<file path="config.mk">
export PLATFORM = sky130hd
export DESIGN_NAME = txbd_ring_engine
export DESIGN_NICKNAME = d
export VERILOG_FILES = /design/src/rtl/txbd_pkg.sv /design/src/rtl/txbd_fc_reg.sv /design/src/rtl/txbd_addr_map.sv /design/src/rtl/txbd_bd_index.sv /design/src/rtl/txbd_ring_engine.sv
export SDC_FILE = /design/constraint.sdc
export NUM_CORES = 1
export LEC_CHECK = 0
export BUFFER_PORTS_ARGS = -buffer_cell sky130_fd_sc_hd__clkbuf_2
export CAP_MARGIN = 10
export CELL_PAD_IN_SITES_DETAIL_PLACEMENT = 0
export CELL_PAD_IN_SITES_GLOBAL_PLACEMENT = 1
export CORE_ASPECT_RATIO = 0.8
export CORE_MARGIN = 3
export CORE_UTILIZATION = 37
export DETAILED_ROUTE_END_ITERATION = 8
export PLACE_DENSITY = 0.75
export SLEW_MARGIN = 10
export SYNTH_ARGS = -nofsm -noshare
export SYNTH_HDL_FRONTEND = slang
export SYNTH_SLANG_ARGS = --single-unit
</file>
<file path="constraint.sdc">
create_clock -name clk -period 2.03 [get_ports clk]
set_input_delay 0.3045 -clock clk [delete_from_list [all_inputs] [get_ports clk]]
set_output_delay 0.3045 -clock clk [all_outputs]
set_load 0.05 [all_outputs]
</file>
<file path="src/rtl/txbd_pkg.sv">
// Package: shared constants and state type for the transmit descriptor ring engine.
// Assumes 16-bit descriptor words and the status bit layout listed here.
package txbd_pkg;

    // Status/control word bit positions
    localparam int BIT_READY = 15;
    localparam int BIT_WRAP  = 13;
    localparam int BIT_EXT   = 12;
    localparam int BIT_LAST  = 11;
    localparam int BIT_UR    = 1;

    // Word offsets inside one descriptor
    localparam logic [1:0] WSEL_STAT = 2'd0;
    localparam logic [1:0] WSEL_LEN  = 2'd1;
    localparam logic [1:0] WSEL_PHI  = 2'd2;
    localparam logic [1:0] WSEL_PLO  = 2'd3;

    typedef enum logic [3:0] {
        S_ST,    // issue status read
        S_LEN,   // check status, issue length read
        S_HI,    // take length, issue pointer-high read
        S_LO,    // take pointer-high, issue pointer-low read
        S_ADR,   // take pointer-low, form start pointer
        S_NEXT,  // decide: more bytes or write-back
        S_IRD,   // issue internal byte read
        S_IDAT,  // capture internal byte
        S_EXT,   // external request until ack
        S_PUSH,  // push held byte when FIFO has room
        S_WB     // status write-back
    } eng_state_e;

endpackage

</file>
<file path="src/rtl/txbd_fc_reg.sv">
// Function-code register for external buffer accesses.
// A write takes effect only when the engine reports that it is idle between frames;
// writes at any other time are dropped.
module txbd_fc_reg #(
    parameter int FCW = 3
) (
    input  logic           clk,
    input  logic           rst_n,
    input  logic           idle,
    input  logic           we,
    input  logic [FCW-1:0] wdata,
    output logic [FCW-1:0] fc
);

    logic [FCW-1:0] fc_q;

    // Hold the function code; accept writes only while idle.
    always_ff @(posedge clk) begin
        if (!rst_n) begin
            fc_q <= '0;
        end else if (we && idle) begin
            fc_q <= wdata;
        end
    end

    assign fc = fc_q;

endmodule

</file>
<file path="src/rtl/txbd_addr_map.sv">
// Buffer address former. Builds the start pointer from the two pointer words
// (internal: 11-bit byte offset, external: EXT_AW-bit address), and maps the
// running pointer to an internal word address and byte lane.
// Assumes OFFW = INT_AW+1 <= EXT_AW <= 32 and big-endian byte lanes.
module txbd_addr_map #(
    parameter int INT_AW = 10,
    parameter int EXT_AW = 24
) (
    input  logic              is_ext,
    input  logic [15:0]       ptr_hi,
    input  logic [15:0]       ptr_lo,
    input  logic [EXT_AW-1:0] ptr,
    input  logic [15:0]       rword,
    output logic [EXT_AW-1:0] start_ptr,
    output logic [INT_AW-1:0] int_word,
    output logic [7:0]        int_byte
);

    localparam int OFFW = INT_AW + 1;

    logic [31:0] joined;

    assign joined = {ptr_hi, ptr_lo};

    // Select the start pointer form from the external/internal flag.
    always_comb begin
        if (is_ext) begin
            start_ptr = joined[EXT_AW-1:0];
        end else begin
            start_ptr = EXT_AW'(ptr_lo[OFFW-1:0]);
        end
    end

    generate
        if (EXT_AW < 32) begin : g_drop_hi
            logic unused_hi;
            assign unused_hi = ^joined[31:EXT_AW];
        end
    endgenerate

    assign int_word = ptr[OFFW-1:1];
    assign int_byte = ptr[0] ? rword[7:0] : rword[15:8];

endmodule

</file>
<file path="src/rtl/txbd_bd_index.sv">
// Descriptor index keeper. Holds the current table entry, steps it after each
// write-back (to 0 on a wrap request or after the final entry), and forms the
// internal word address of a selected word of the current entry.
module txbd_bd_index #(
    parameter int N_BD     = 8,
    parameter int INT_AW   = 10,
    parameter int TBL_BASE = 0
) (
    input  logic              clk,
    input  logic              rst_n,
    input  logic              advance,
    input  logic              wrap_req,
    input  logic [1:0]        word_sel,
    output logic [INT_AW-1:0] word_addr
);

    localparam int IDXW = (N_BD > 1) ? $clog2(N_BD) : 1;
    localparam logic [IDXW-1:0] IDX_MAX = IDXW'(N_BD - 1);

    logic [IDXW-1:0] idx_q;

    // Step the entry index after each completed descriptor.
    always_ff @(posedge clk) begin
        if (!rst_n) begin
            idx_q <= '0;
        end else if (advance) begin
            if (wrap_req || (idx_q == IDX_MAX)) begin
                idx_q <= '0;
            end else begin
                idx_q <= idx_q + 1'b1;
            end
        end
    end

    assign word_addr = INT_AW'(TBL_BASE) + INT_AW'({idx_q, 2'b00}) + INT_AW'(word_sel);

endmodule

</file>
<file path="src/rtl/txbd_ring_engine.sv">
// Transmit descriptor ring engine (top).
// Polls the current table entry, loads a ready descriptor, streams its buffer
// bytes into the transmit FIFO from internal RAM (fixed one-cycle read latency,
// no handshake) or external memory (req/ack), and writes the status back.
// Flags an underrun when a frame in progress meets a not-ready entry and then
// discards entries up to the one closing the frame.
// Assumes the internal RAM returns read data exactly one cycle after int_rd_en.
module txbd_ring_engine
    import txbd_pkg::*;
#(
    parameter int N_BD     = 8,
    parameter int INT_AW   = 10,
    parameter int TBL_BASE = 0,
    parameter int FCW      = 3,
    parameter int EXT_AW   = 24
) (
    input  logic              clk,
    input  logic              rst_n,
    output logic              int_rd_en,
    output logic              int_wr_en,
    output logic [INT_AW-1:0] int_addr,
    output logic [15:0]       int_wdata,
    input  logic [15:0]       int_rdata,
    output logic              ext_req,
    output logic [EXT_AW-1:0] ext_addr,
    output logic [FCW-1:0]    ext_fc,
    input  logic [7:0]        ext_rdata,
    input  logic              ext_ack,
    output logic              fifo_wr,
    output logic [7:0]        fifo_data,
    output logic              fifo_last,
    input  logic              fifo_full,
    input  logic              fc_we,
    input  logic [FCW-1:0]    fc_wdata,
    output logic              bd_done,
    output logic              underrun
);

    eng_state_e        state_q;
    logic [15:0]       st_q;
    logic [15:0]       len_q;
    logic [15:0]       hi_q;
    logic [15:0]       cnt_q;
    logic [EXT_AW-1:0] ptr_q;
    logic [7:0]        byte_q;
    logic              in_frame_q;
    logic              skip_q;
    logic              ur_q;

    logic              idle;
    logic              advance;
    logic [1:0]        word_sel;
    logic [INT_AW-1:0] desc_addr;
    logic [EXT_AW-1:0] start_ptr;
    logic [INT_AW-1:0] buf_word;
    logic [7:0]        buf_byte;
    logic              status_ready;

    assign status_ready = int_rdata[BIT_READY];

    // Engine counts as idle while polling with no frame open or being discarded.
    assign idle = ((state_q == S_ST) || (state_q == S_LEN)) && !in_frame_q && !skip_q;

    assign advance = (state_q == S_WB);

    txbd_fc_reg #(
        .FCW (FCW)
    ) fc_i (
        .clk   (clk),
        .rst_n (rst_n),
        .idle  (idle),
        .we    (fc_we),
        .wdata (fc_wdata),
        .fc    (ext_fc)
    );

    txbd_bd_index #(
        .N_BD     (N_BD),
        .INT_AW   (INT_AW),
        .TBL_BASE (TBL_BASE)
    ) idx_i (
        .clk       (clk),
        .rst_n     (rst_n),
        .advance   (advance),
        .wrap_req  (st_q[BIT_WRAP]),
        .word_sel  (word_sel),
        .word_addr (desc_addr)
    );

    txbd_addr_map #(
        .INT_AW (INT_AW),
        .EXT_AW (EXT_AW)
    ) map_i (
        .is_ext    (st_q[BIT_EXT]),
        .ptr_hi    (hi_q),
        .ptr_lo    (int_rdata),
        .ptr       (ptr_q),
        .rword     (int_rdata),
        .start_ptr (start_ptr),
        .int_word  (buf_word),
        .int_byte  (buf_byte)
    );

    // Pick which descriptor word the current state addresses.
    always_comb begin
        unique case (state_q)
            S_LEN:   word_sel = WSEL_LEN;
            S_HI:    word_sel = WSEL_PHI;
            S_LO:    word_sel = WSEL_PLO;
            default: word_sel = WSEL_STAT;
        endcase
    end

    // Drive the internal RAM port: descriptor words or buffer words.
    always_comb begin
        int_rd_en = (state_q == S_ST) || (state_q == S_LEN) || (state_q == S_HI) ||
                    (state_q == S_LO) || (state_q == S_IRD);
        int_wr_en = (state_q == S_WB);
        int_addr  = (state_q == S_IRD) ? buf_word : desc_addr;
        int_wdata = st_q;
        int_wdata[BIT_READY] = 1'b0;
        int_wdata[BIT_UR]    = ur_q;
    end

    // Drive external request, FIFO push and event pulses.
    always_comb begin
        ext_req   = (state_q == S_EXT);
        ext_addr  = ptr_q;
        fifo_wr   = (state_q == S_PUSH) && !fifo_full;
        fifo_data = byte_q;
        fifo_last = fifo_wr && st_q[BIT_LAST] && ((cnt_q + 16'd1) == len_q);
        bd_done   = (state_q == S_WB);
        underrun  = (state_q == S_LEN) && !status_ready && in_frame_q && !skip_q;
    end

    // Main sequencer: poll, load descriptor, move bytes, write back.
    always_ff @(posedge clk) begin
        if (!rst_n) begin
            state_q    <= S_ST;
            st_q       <= '0;
            len_q      <= '0;
            hi_q       <= '0;
            cnt_q      <= '0;
            ptr_q      <= '0;
            byte_q     <= '0;
            in_frame_q <= 1'b0;
            skip_q     <= 1'b0;
            ur_q       <= 1'b0;
        end else begin
            unique case (state_q)
                S_ST: begin
                    state_q <= S_LEN;
                end
                S_LEN: begin
                    if (!status_ready) begin
                        state_q <= S_ST;
                        if (in_frame_q && !skip_q) begin
                            in_frame_q <= 1'b0;
                            skip_q     <= 1'b1;
                        end
                    end else begin
                        st_q <= int_rdata;
                        if (skip_q) begin
                            ur_q    <= 1'b1;
                            state_q <= S_WB;
                        end else begin
                            state_q <= S_HI;
                        end
                    end
                end
                S_HI: begin
                    len_q   <= int_rdata;
                    state_q <= S_LO;
                end
                S_LO: begin
                    hi_q    <= int_rdata;
                    state_q <= S_ADR;
                end
                S_ADR: begin
                    ptr_q   <= start_ptr;
                    cnt_q   <= '0;
                    ur_q    <= 1'b0;
                    state_q <= S_NEXT;
                end
                S_NEXT: begin
                    if (cnt_q == len_q) begin
                        state_q <= S_WB;
                    end else if (st_q[BIT_EXT]) begin
                        state_q <= S_EXT;
                    end else begin
                        state_q <= S_IRD;
                    end
                end
                S_IRD: begin
                    state_q <= S_IDAT;
                end
                S_IDAT: begin
                    byte_q  <= buf_byte;
                    state_q <= S_PUSH;
                end
                S_EXT: begin
                    if (ext_ack) begin
                        byte_q  <= ext_rdata;
                        state_q <= S_PUSH;
                    end
                end
                S_PUSH: begin
                    if (!fifo_full) begin
                        cnt_q      <= cnt_q + 16'd1;
                        ptr_q      <= ptr_q + 1'b1;
                        in_frame_q <= 1'b1;
                        state_q    <= S_NEXT;
                    end
                end
                S_WB: begin
                    if (st_q[BIT_LAST]) begin
                        in_frame_q <= 1'b0;
                        skip_q     <= 1'b0;
                    end
                    state_q <= S_ST;
                end
                default: begin
                    state_q <= S_ST;
                end
            endcase
        end
    end

endmodule

</file>
---- After elaboration in Yosys (flattened, before gate mapping) ----
Cells that the tools add are included.
storage, ports and cells
  input bits .............................. 32
  register bits ........................... 100
  logic and storage cells ................. 97
operators by class
  equality and inequality tests ........... 20
  reductions and logical operators ........ 32
  add/subtract/negate cells ............... 4
  multiplexer cells ....................... 29
operators with widths
  operator                                                                 count
  24-bit two-way mux                                                       2
  24-bit one-hot mux with 2 select lines                                   1
  4-bit one-hot mux with 10 select lines                                   1
  16-bit equality test                                                     2
  16-bit one-hot mux with 2 select lines                                   1
  24-bit by 1-bit adder with 24-bit output, second input constant          1
  4-bit two-way mux                                                        6
  16-bit by 1-bit adder with 16-bit output, second input constant          1
  4-bit by 3-bit equality test with 1-bit output, second input constant    4
  16-bit two-way mux                                                       1
  8-bit two-way mux                                                        2
  8-bit one-hot mux with 2 select lines                                    1
  4-bit equality test, second input constant                               3
  1-bit logical AND                                                        10
  10-bit two-way mux                                                       1
  4-bit by 2-bit equality test with 1-bit output, second input constant    2
  1-bit two-way mux                                                        8
  2-bit inequality test, second input constant                             4
  2-bit AND reduction                                                      4
  2-bit nonzero test                                                       4
  5-bit by 2-bit adder with 6-bit output                                   1
  2-bit by 1-bit inequality test with 1-bit output, second input constant  3
  2-bit one-hot mux with 3 select lines                                    1
  1-bit logical OR                                                         5
  other kinds (12)                                                         16

---- Logic depth before layout (Yosys ltp) ----
Gate-level depths: netlist of run 1.
  depth after elaboration ................. 5
  gate-level depth with buffers ........... 9
  mapped depth without buffers ............ 7

---- Hierarchy ----
Synthesis of run 1 repeated with hierarchy kept, for this count alone.
second synthesis, totals
  cell total of the unflattened synthesis .. 755
  area, all modules ....................... 5926.9 um2
modules (own cells, without submodules)
  module            area an instance (um2)  cells an instance  seq. area each (um2)  instances
  txbd_ring_engine  5201.2                  676                2021.9                1
  txbd_addr_map     375.4                   44                 0.0                   1
  txbd_bd_index     225.2                   22                 60.1                  1
  txbd_fc_reg       125.1                   13                 60.1                  1

---- Least setup slack after synthesis of run 1 ----
Ideal clock, no wire load.
  path kind ............................... register -> output
  start point ............................. register cnt_q[0]
  end point ............................... output fifo_last
  path slack .............................. -1021 ps
  stages on the path, launching flop included .. 10
  required time ........................... 1725 ps
  arrival ................................. 2746 ps
  cell sequence ........................... dfxtp_1 > ha_1 > buf_2 > and4_1 > clkbuf_1 > nand2_1 > or3_1 > mux2i_1 > nand4_1 > a2111oi_2
between the ends
  longest elaborated chain between the ends .. 3
RTL lines
  item                                      line                     RTL
  from (decl)                               txbd_ring_engine.sv:43   logic [15:0] cnt_q;
  from (signal assigned)                    txbd_ring_engine.sv:209  cnt_q <= cnt_q + 16'd1;
  16-bit by 1-bit adder with 16-bit output  txbd_ring_engine.sv:131  fifo_last = fifo_wr && st_q[BIT_LAST] && ((cnt_q + 16'd1) == len_q);
  16-bit equality test                      txbd_ring_engine.sv:131
  1-bit logical AND                         txbd_ring_engine.sv:131
  to (decl)                                 txbd_ring_engine.sv:31   output logic fifo_last,
No other way between the ends.

---- Final worst setup path of run 1 ----
  start point ............................. register cnt_q[3]
  end point ............................... output fifo_last
Same word-level chain as after synthesis.

==> flow_metrics.env, run 1 <==
export IMPL_clk_root_buffer_cell="clkbuf_16"
export IMPL_antenna_found_initial=0
export IMPL_vias_per_cell=5.52
export IMPL_grt_overflow=0
export IMPL_syn_area_um2=5560
export IMPL_fin_skew_ns=0.00557
export IMPL_setup_viol=1
export IMPL_htree_levels=3
export IMPL_slew_headroom_pct=56.2
export IMPL_placementRows=39
export IMPL_worstReg2RegStart="state_q[2]$_SDFFE_PN0P_"
export IMPL_fin_cells=1077
export IMPL_clkLatencyLatePin_ns=0.35
export IMPL_area_growth_pct=37.4
export IMPL_dp_hpwl_mm=14.3
export IMPL_die_width_um=143
export IMPL_vias=5945
export IMPL_wirelength_mm=19.9
export IMPL_synth_fp_nets=758
export IMPL_p_leak_nw=3.07
export IMPL_yosysWarnings=0
export IMPL_r2r_cells=7
export IMPL_yosysSeqAreaShare_pct=35.7
export IMPL_die_height_um=116
export IMPL_fin_crit_ns=2.77
export IMPL_use_met2_pct=35.5
export IMPL_max_cap_viol_count=0
export IMPL_r2r_end="ext_addr[23]$_SDFFE_PN0P_"
export IMPL_async_flop_share_pct=0
export IMPL_p_total_mw=4.38
export IMPL_final_core_util_pct=52.7
export IMPL_hp_class="primary input to flop"
export IMPL_grtUsageMet1_pct=34.5
export IMPL_maxSlewViolCount=0
export IMPL_tritoncts="done"
export IMPL_violations="setup timing"
export IMPL_path_max_fanout=6
export IMPL_synth_edff_count=0
export IMPL_setup_tns_ns=-0.740
export IMPL_coreArea_um2=14500
export IMPL_synthFlopType="dfxtp_1"
export IMPL_drive_gt1_share_pct=33.0
export IMPL_ant_nets=0
export IMPL_track_usage_pct=24.1
export IMPL_nets=924
export IMPL_drt_pass1_iter_count=5
export IMPL_drc=0
export IMPL_wl_per_cell_um=18.5
export IMPL_synth_distinct_cells=65
export IMPL_min_period_over_period_pct=136
export IMPL_cts_inserted_buffers=9
export IMPL_syn_inst=722
export IMPL_grt_pass1_wl_mm=31.0
export IMPL_first_iter_violations=510
export IMPL_dpl_worst_slack_ns=-0.414
export IMPL_antennaDiodeCount=0
export IMPL_grt_pass1_vias=5593
export IMPL_setup_ws_ns=-0.740
export IMPL_grt_busiest_layer="met2"
export IMPL_seq_area_um2=2030
export IMPL_timing_fmax_mhz=361
export IMPL_placedCellCount=1043
export IMPL_min_path_cells=3
export IMPL_irDropWorstVdd_mv=0.421
export IMPL_use_met3_pct=5.94
export IMPL_end_kind="output port"
export IMPL_cts_sinks=99
export IMPL_nFillCells=1398
export IMPL_worstSetupPathType="flop to output port"
export IMPL_endpoint="fifo_last"
export IMPL_die_area_um2=16500
export IMPL_multi_input_area_um2=3530
export IMPL_status="finished with violations"
export IMPL_start_util_pct=38.4
export IMPL_ctsLongestPathBuffers=2
export IMPL_cp_required_ns=1.73
export IMPL_worstSetupStartpoint="cnt_q[3]$_SDFFE_PN0P_"
export IMPL_finalHoldViolations=0
export IMPL_worst_pin_slew_ns=0.656
export IMPL_syn_area_per_cell_um2=7.70
export IMPL_crit_arrival_ns=2.47
export IMPL_r2r_slack_ns=0.11
export IMPL_io_pins=100
export IMPL_cts_hold_buf=0
export IMPL_grt_max_degree=100
export IMPL_p_per_area_nw_per_um2=573
export IMPL_path_clk_slew_ns=0.07
export IMPL_synth_seq_cells=99
export IMPL_rsz0062_at_grt="yes"
export IMPL_port_buffer_count=98
export IMPL_worst_setup_path_start_kind="flop"
export IMPL_gp_congestion=0.940
where the power goes:
part	switching (mW)	internal [mW]	leakage (nW)	total, mW
Clock	0.778	0.995	0.146	1.77
Sequential	0.0356	1.98	0.813	2.01
Combinational	0.380	0.215	2.11	0.595
Total	1.19	3.19	3.07	4.38
Yosys cell counts (11+ instances only):
master    count  area, um2
xnor2_1      19        166
o21ai_0      33        165
nand2_1     130        488
a21boi_0     50        375
a21oi_1      47        235
clkbuf_1     30        113
dfxtp_1      99       1980
buf_2        15       75.1
nand3_1      29        145
and2_1       16        100
nor3_1       18       90.1
mux2i_1      18        180
nor2_1       49        184
nor2b_1      17        106
nand4_1      14       87.6
inv_1        11       41.3
per-stage QoR:
step | hold slack (ns) | area (um2)
finish | 0.208 | 7640
global route | 0.217 | 7640
CTS | 0.196 | 7430
detailed placement | 0.444 | 6890
global placement | 0.441 | 6890
floorplan | 0.438 | 5660
final cells by class:
| class | count | share of cell area [%] |
|---|---|---|
| multi-input cells | 559 | 46.2 |
| flip-flops and latches | 99 | 26.5 |
| repair buffers | 207 | 19.6 |
| clock buffers | 11 | 3.18 |
| well taps | 184 | 3.01 |
| clock inverters | 5 | 0.786 |
| inverters | 12 | 0.671 |
registers in the layout (all words and copies together) (netlist names):
signal       flops
st_q            14
idx_i.idx_q      3
skip_q           1
ur_q             1
in_frame_q       1
len_q           16
fifo_data        8
cnt_q           16
ext_addr        24
fc_i.fc          3
hi_q             8
state_q          4
worst max-delay path, stage by stage (launching register included):
cell and delay, ns:
dfxtp_4 0.38, nand4_1 0.23, or4_4 0.58, o21a_1 0.19, o21ai_2 0.12, a21oi_2 0.08, a2111oi_4 0.35, buf_12 0.18
layout by cell type (no fill, tap or decap), types with 15 or more instances in the layout:
cell      Yosys  final
nand3_1      29     29
dfxtp_1      99     77
nand2_1     130    128
nor2b_1      17     17
mux2i_1      18     18
nor2_1       49     45
dfxtp_2       0     15
a21oi_1      47     45
a21boi_0     50     50
o21ai_0      33     33
clkbuf_2      1     85
buf_4         5    101
and2_1       16     15
xnor2_1      19     15
routing by layer:
| metal | up-vias | part of all wire (%) | routed length (um) |
|---|---|---|---|
| met3 | 38 | 6.4 | 1280 |
| met2 | 203 | 44 | 8670 |
| met1 | 2822 | 47 | 9400 |
| met5 | - | 0 | 0 |
| li1 | 2882 | - | - |
| met4 | 0 | 2.7 | 541 |
what timing repair did:
item                                    in CTS  in global routing
buffers inserted                            11                  7
endpoints found under the setup margin      21                 20
pin swaps                                    7                  6
gates resized for setup                     38                 42
how the worst min path moves through the flow:
stage                                     start                      end  slack, ns
after floorplan               ur_q$_SDFFE_PN0P_        ur_q$_SDFFE_PN0P_       0.44
after global placement    st_q[14]$_SDFFE_PN0P_    st_q[14]$_SDFFE_PN0P_       0.44
after detailed placement  st_q[14]$_SDFFE_PN0P_    st_q[14]$_SDFFE_PN0P_       0.44
after CTS                           fc_wdata[1]  fc_i.fc[1]$_SDFFE_PN0P_       0.20
after global routing                fc_wdata[0]  fc_i.fc[0]$_SDFFE_PN0P_       0.22
final                               fc_wdata[1]  fc_i.fc[1]$_SDFFE_PN0P_       0.21
logic make-up after synthesis:
| kind of cell | share of synthesized area [%] |
|---|---|
| and+or+nand+nor | 27.6 |
| AOI/OAI and AO/OA | 23.1 |
| DFF | 35.7 |
| buffers and inverters | 5.02 |
| xor gates and xnor gates | 3.78 |
| muxes | 3.85 |
| adders and majority gates | 0.900 |
| other | 0.0675 |
Power figures use the tool's default switching activity.
==> inputs of run 2 (changes only) <==
- clock period: 2.03 -> 2.5 ns (I/O delays scaled with it)
==> flow_metrics.env, run 2 (same netlist as run 1, synthesis figures left out) <==
export IMPL_maxSlewViolCount=0
export IMPL_worst_setup_path_start_kind="flop"
export IMPL_grt_pass1_wl_mm=29.3
export IMPL_io_pins=100
export IMPL_rsz0062_at_grt="yes"
export IMPL_antennaDiodeCount=0
export IMPL_clkLatencyLatePin_ns=0.35
export IMPL_cts_hold_buf=0
export IMPL_final_area_um2=6860
export IMPL_vias_per_cell=5.66
export IMPL_gp_congestion=0.920
export IMPL_port_buffer_count=98
export IMPL_htree_levels=3
export IMPL_hp_class="primary input to flop"
export IMPL_multi_input_area_um2=3370
export IMPL_cp_required_ns=2.12
export IMPL_p_leak_nw=2.71
export IMPL_swShare_pct=26.8
export IMPL_setup_viol=1
export IMPL_setup_ws_ns=-0.290
export IMPL_drc=0
export IMPL_clk_root_buffer_cell="clkbuf_16"
export IMPL_grt_pass1_vias=5264
export IMPL_start_util_pct=38.4
export IMPL_worst_pin_slew_ns=0.564
export IMPL_placementRows=39
export IMPL_violations="setup timing"
export IMPL_final_cell_mix="nand2_1, clkbuf_2, dfxtp_1"
export IMPL_finalHoldViolations=0
export IMPL_worstSetupPathType="flop to output port"
export IMPL_end_kind="output port"
export IMPL_place_area_um2=6510
export IMPL_drt_pass1_iter_count=5
export IMPL_placedCellCount=1001
export IMPL_clkPwrFrac_pct=42.6
export IMPL_cts_sinks=99
export IMPL_dp_hpwl_mm=13.9
export IMPL_drive_gt1_share_pct=23.4
export IMPL_p_sw_uw=959
export IMPL_worstReg2RegStart="ext_addr[6]$_SDFFE_PN0P_"
export IMPL_max_cap_viol_count=0
export IMPL_die_width_um=143
export IMPL_status="finished with violations"
export IMPL_timing_fmax_mhz=358
export IMPL_seq_area_um2=2000
export IMPL_ctsLongestPathBuffers=2
export IMPL_r2r_slack_ns=0.32
export IMPL_coreArea_um2=14500
export IMPL_first_iter_violations=514
export IMPL_fin_crit_ns=2.79
export IMPL_ant_nets=0
export IMPL_wl_per_cell_um=18.7
export IMPL_min_period_over_period_pct=112
export IMPL_p_total_mw=3.58
export IMPL_crit_arrival_ns=2.42
export IMPL_internal_power_mw=2.62
export IMPL_r2r_cells=6
export IMPL_die_height_um=116
export IMPL_wirelength_mm=19.0
export IMPL_layout_commonest_cell="nand2_1"
export IMPL_irDropWorstVdd_mv=0.408
export IMPL_fin_skew_ns=0.00606
export IMPL_antenna_found_initial=0
export IMPL_path_clk_slew_ns=0.07
export IMPL_r2r_end="ext_addr[19]$_SDFFE_PN0P_"
export IMPL_pwr_share_seq_pct=45.7
export IMPL_area_growth_pct=23.5
export IMPL_nFillCells=1446
export IMPL_cts_inserted_buffers=9
export IMPL_min_path_cells=3
export IMPL_min_to="fc_i.fc[2]$_SDFFE_PN0P_"
export IMPL_fin_cells=1018
export IMPL_p_per_area_nw_per_um2=522
export IMPL_dpl_worst_slack_ns=-0.0733
export IMPL_comb_power_share_pct=11.7
export IMPL_largest_register_ffs=24
export IMPL_grt_overflow=0
export IMPL_setup_tns_ns=-0.290
export IMPL_nets=865
export IMPL_slew_headroom_pct=62.3
export IMPL_track_usage_pct=22.7
export IMPL_worst_hold_startpoint="fc_wdata[2]"
export IMPL_grt_max_degree=56
export IMPL_path_max_fanout=7
export IMPL_final_core_util_pct=47.4
export IMPL_tritoncts="done"
export IMPL_die_area_um2=16500
export IMPL_timing_hold_ws_ns=0.285
export IMPL_vias=5762
[run 2: cell types whose count changed in the layout (fill, tap and decap cells not counted), moves of 4 or more]
cell | before | now
buf_6 | 9 | 0
buf_4 | 101 | 49
buf_8 | 4 | 0
xnor2_1 | 15 | 19
dfxtp_1 | 77 | 93
clkbuf_2 | 85 | 96
dfxtp_2 | 15 | 3
dfxtp_4 | 7 | 3
[run 2: metal layers]
layer | up-vias | part of all wire [%] | track usage, %
li1 | 2766 | - | -
met1 | 2744 | 48 | 33.9
met2 | 227 | 44 | 34.3
met3 | 25 | 6.7 | 3.88
met4 | 0 | 1.5 | 5.00
met5 | - | 0 | 0
[run 2: area by class of cell]
type / count / area share, %
clock inverter: 5 / 1.24
sequential: 99 / 29.1
tap: 184 / 3.35
inverter: 12 / 0.656
timing repair buffer: 148 / 13.2
clock buffer: 11 / 3.39
multi-input combinational: 559 / 49.0
[run 2: how the worst max path moves through the flow]
stage | start | to | slack (ns) | cells past startpoint
finish | cnt_q[2]$_SDFFE_PN0P_ | fifo_last | -0.29 | 8
global route | cnt_q[1]$_SDFFE_PN0P_ | fifo_last | -0.42 | 7
CTS | cnt_q[0]$_SDFFE_PN0P_ | fifo_last | -0.27 | 7
detailed placement | cnt_q[3]$_SDFFE_PN0P_ | fifo_last | -0.07 | 7
global placement | cnt_q[3]$_SDFFE_PN0P_ | fifo_last | -0.03 | 6
floorplan | cnt_q[1]$_SDFFE_PN0P_ | fifo_last | -0.08 | 9
[run 2: repair_timing]
item,4_1_cts,5_1_grt
resized for setup,8,2
pin swaps,3,0
endpoints found under the setup margin,1,3
setup buffers,1,0
[run 2: power groups by stage]
stage                     logic [mW]  registers, mW  clock network (mW)
after CTS                      0.415           1.64                1.55
final                          0.419           1.64                1.53
after floorplan                0.202           1.73                   0
after global placement         0.411           1.67                   0
after detailed placement       0.414           1.67                   0
after global routing           0.450           1.64                1.61
[run 2: critical path, stage by stage (launching register included)]
cell	delay [ns]
dfxtp_2	0.39
nand4_1	0.10
buf_4	0.16
or4_4	0.43
o21a_1	0.18
o21ai_1	0.14
a21oi_1	0.12
a2111oi_4	0.36
buf_12	0.19
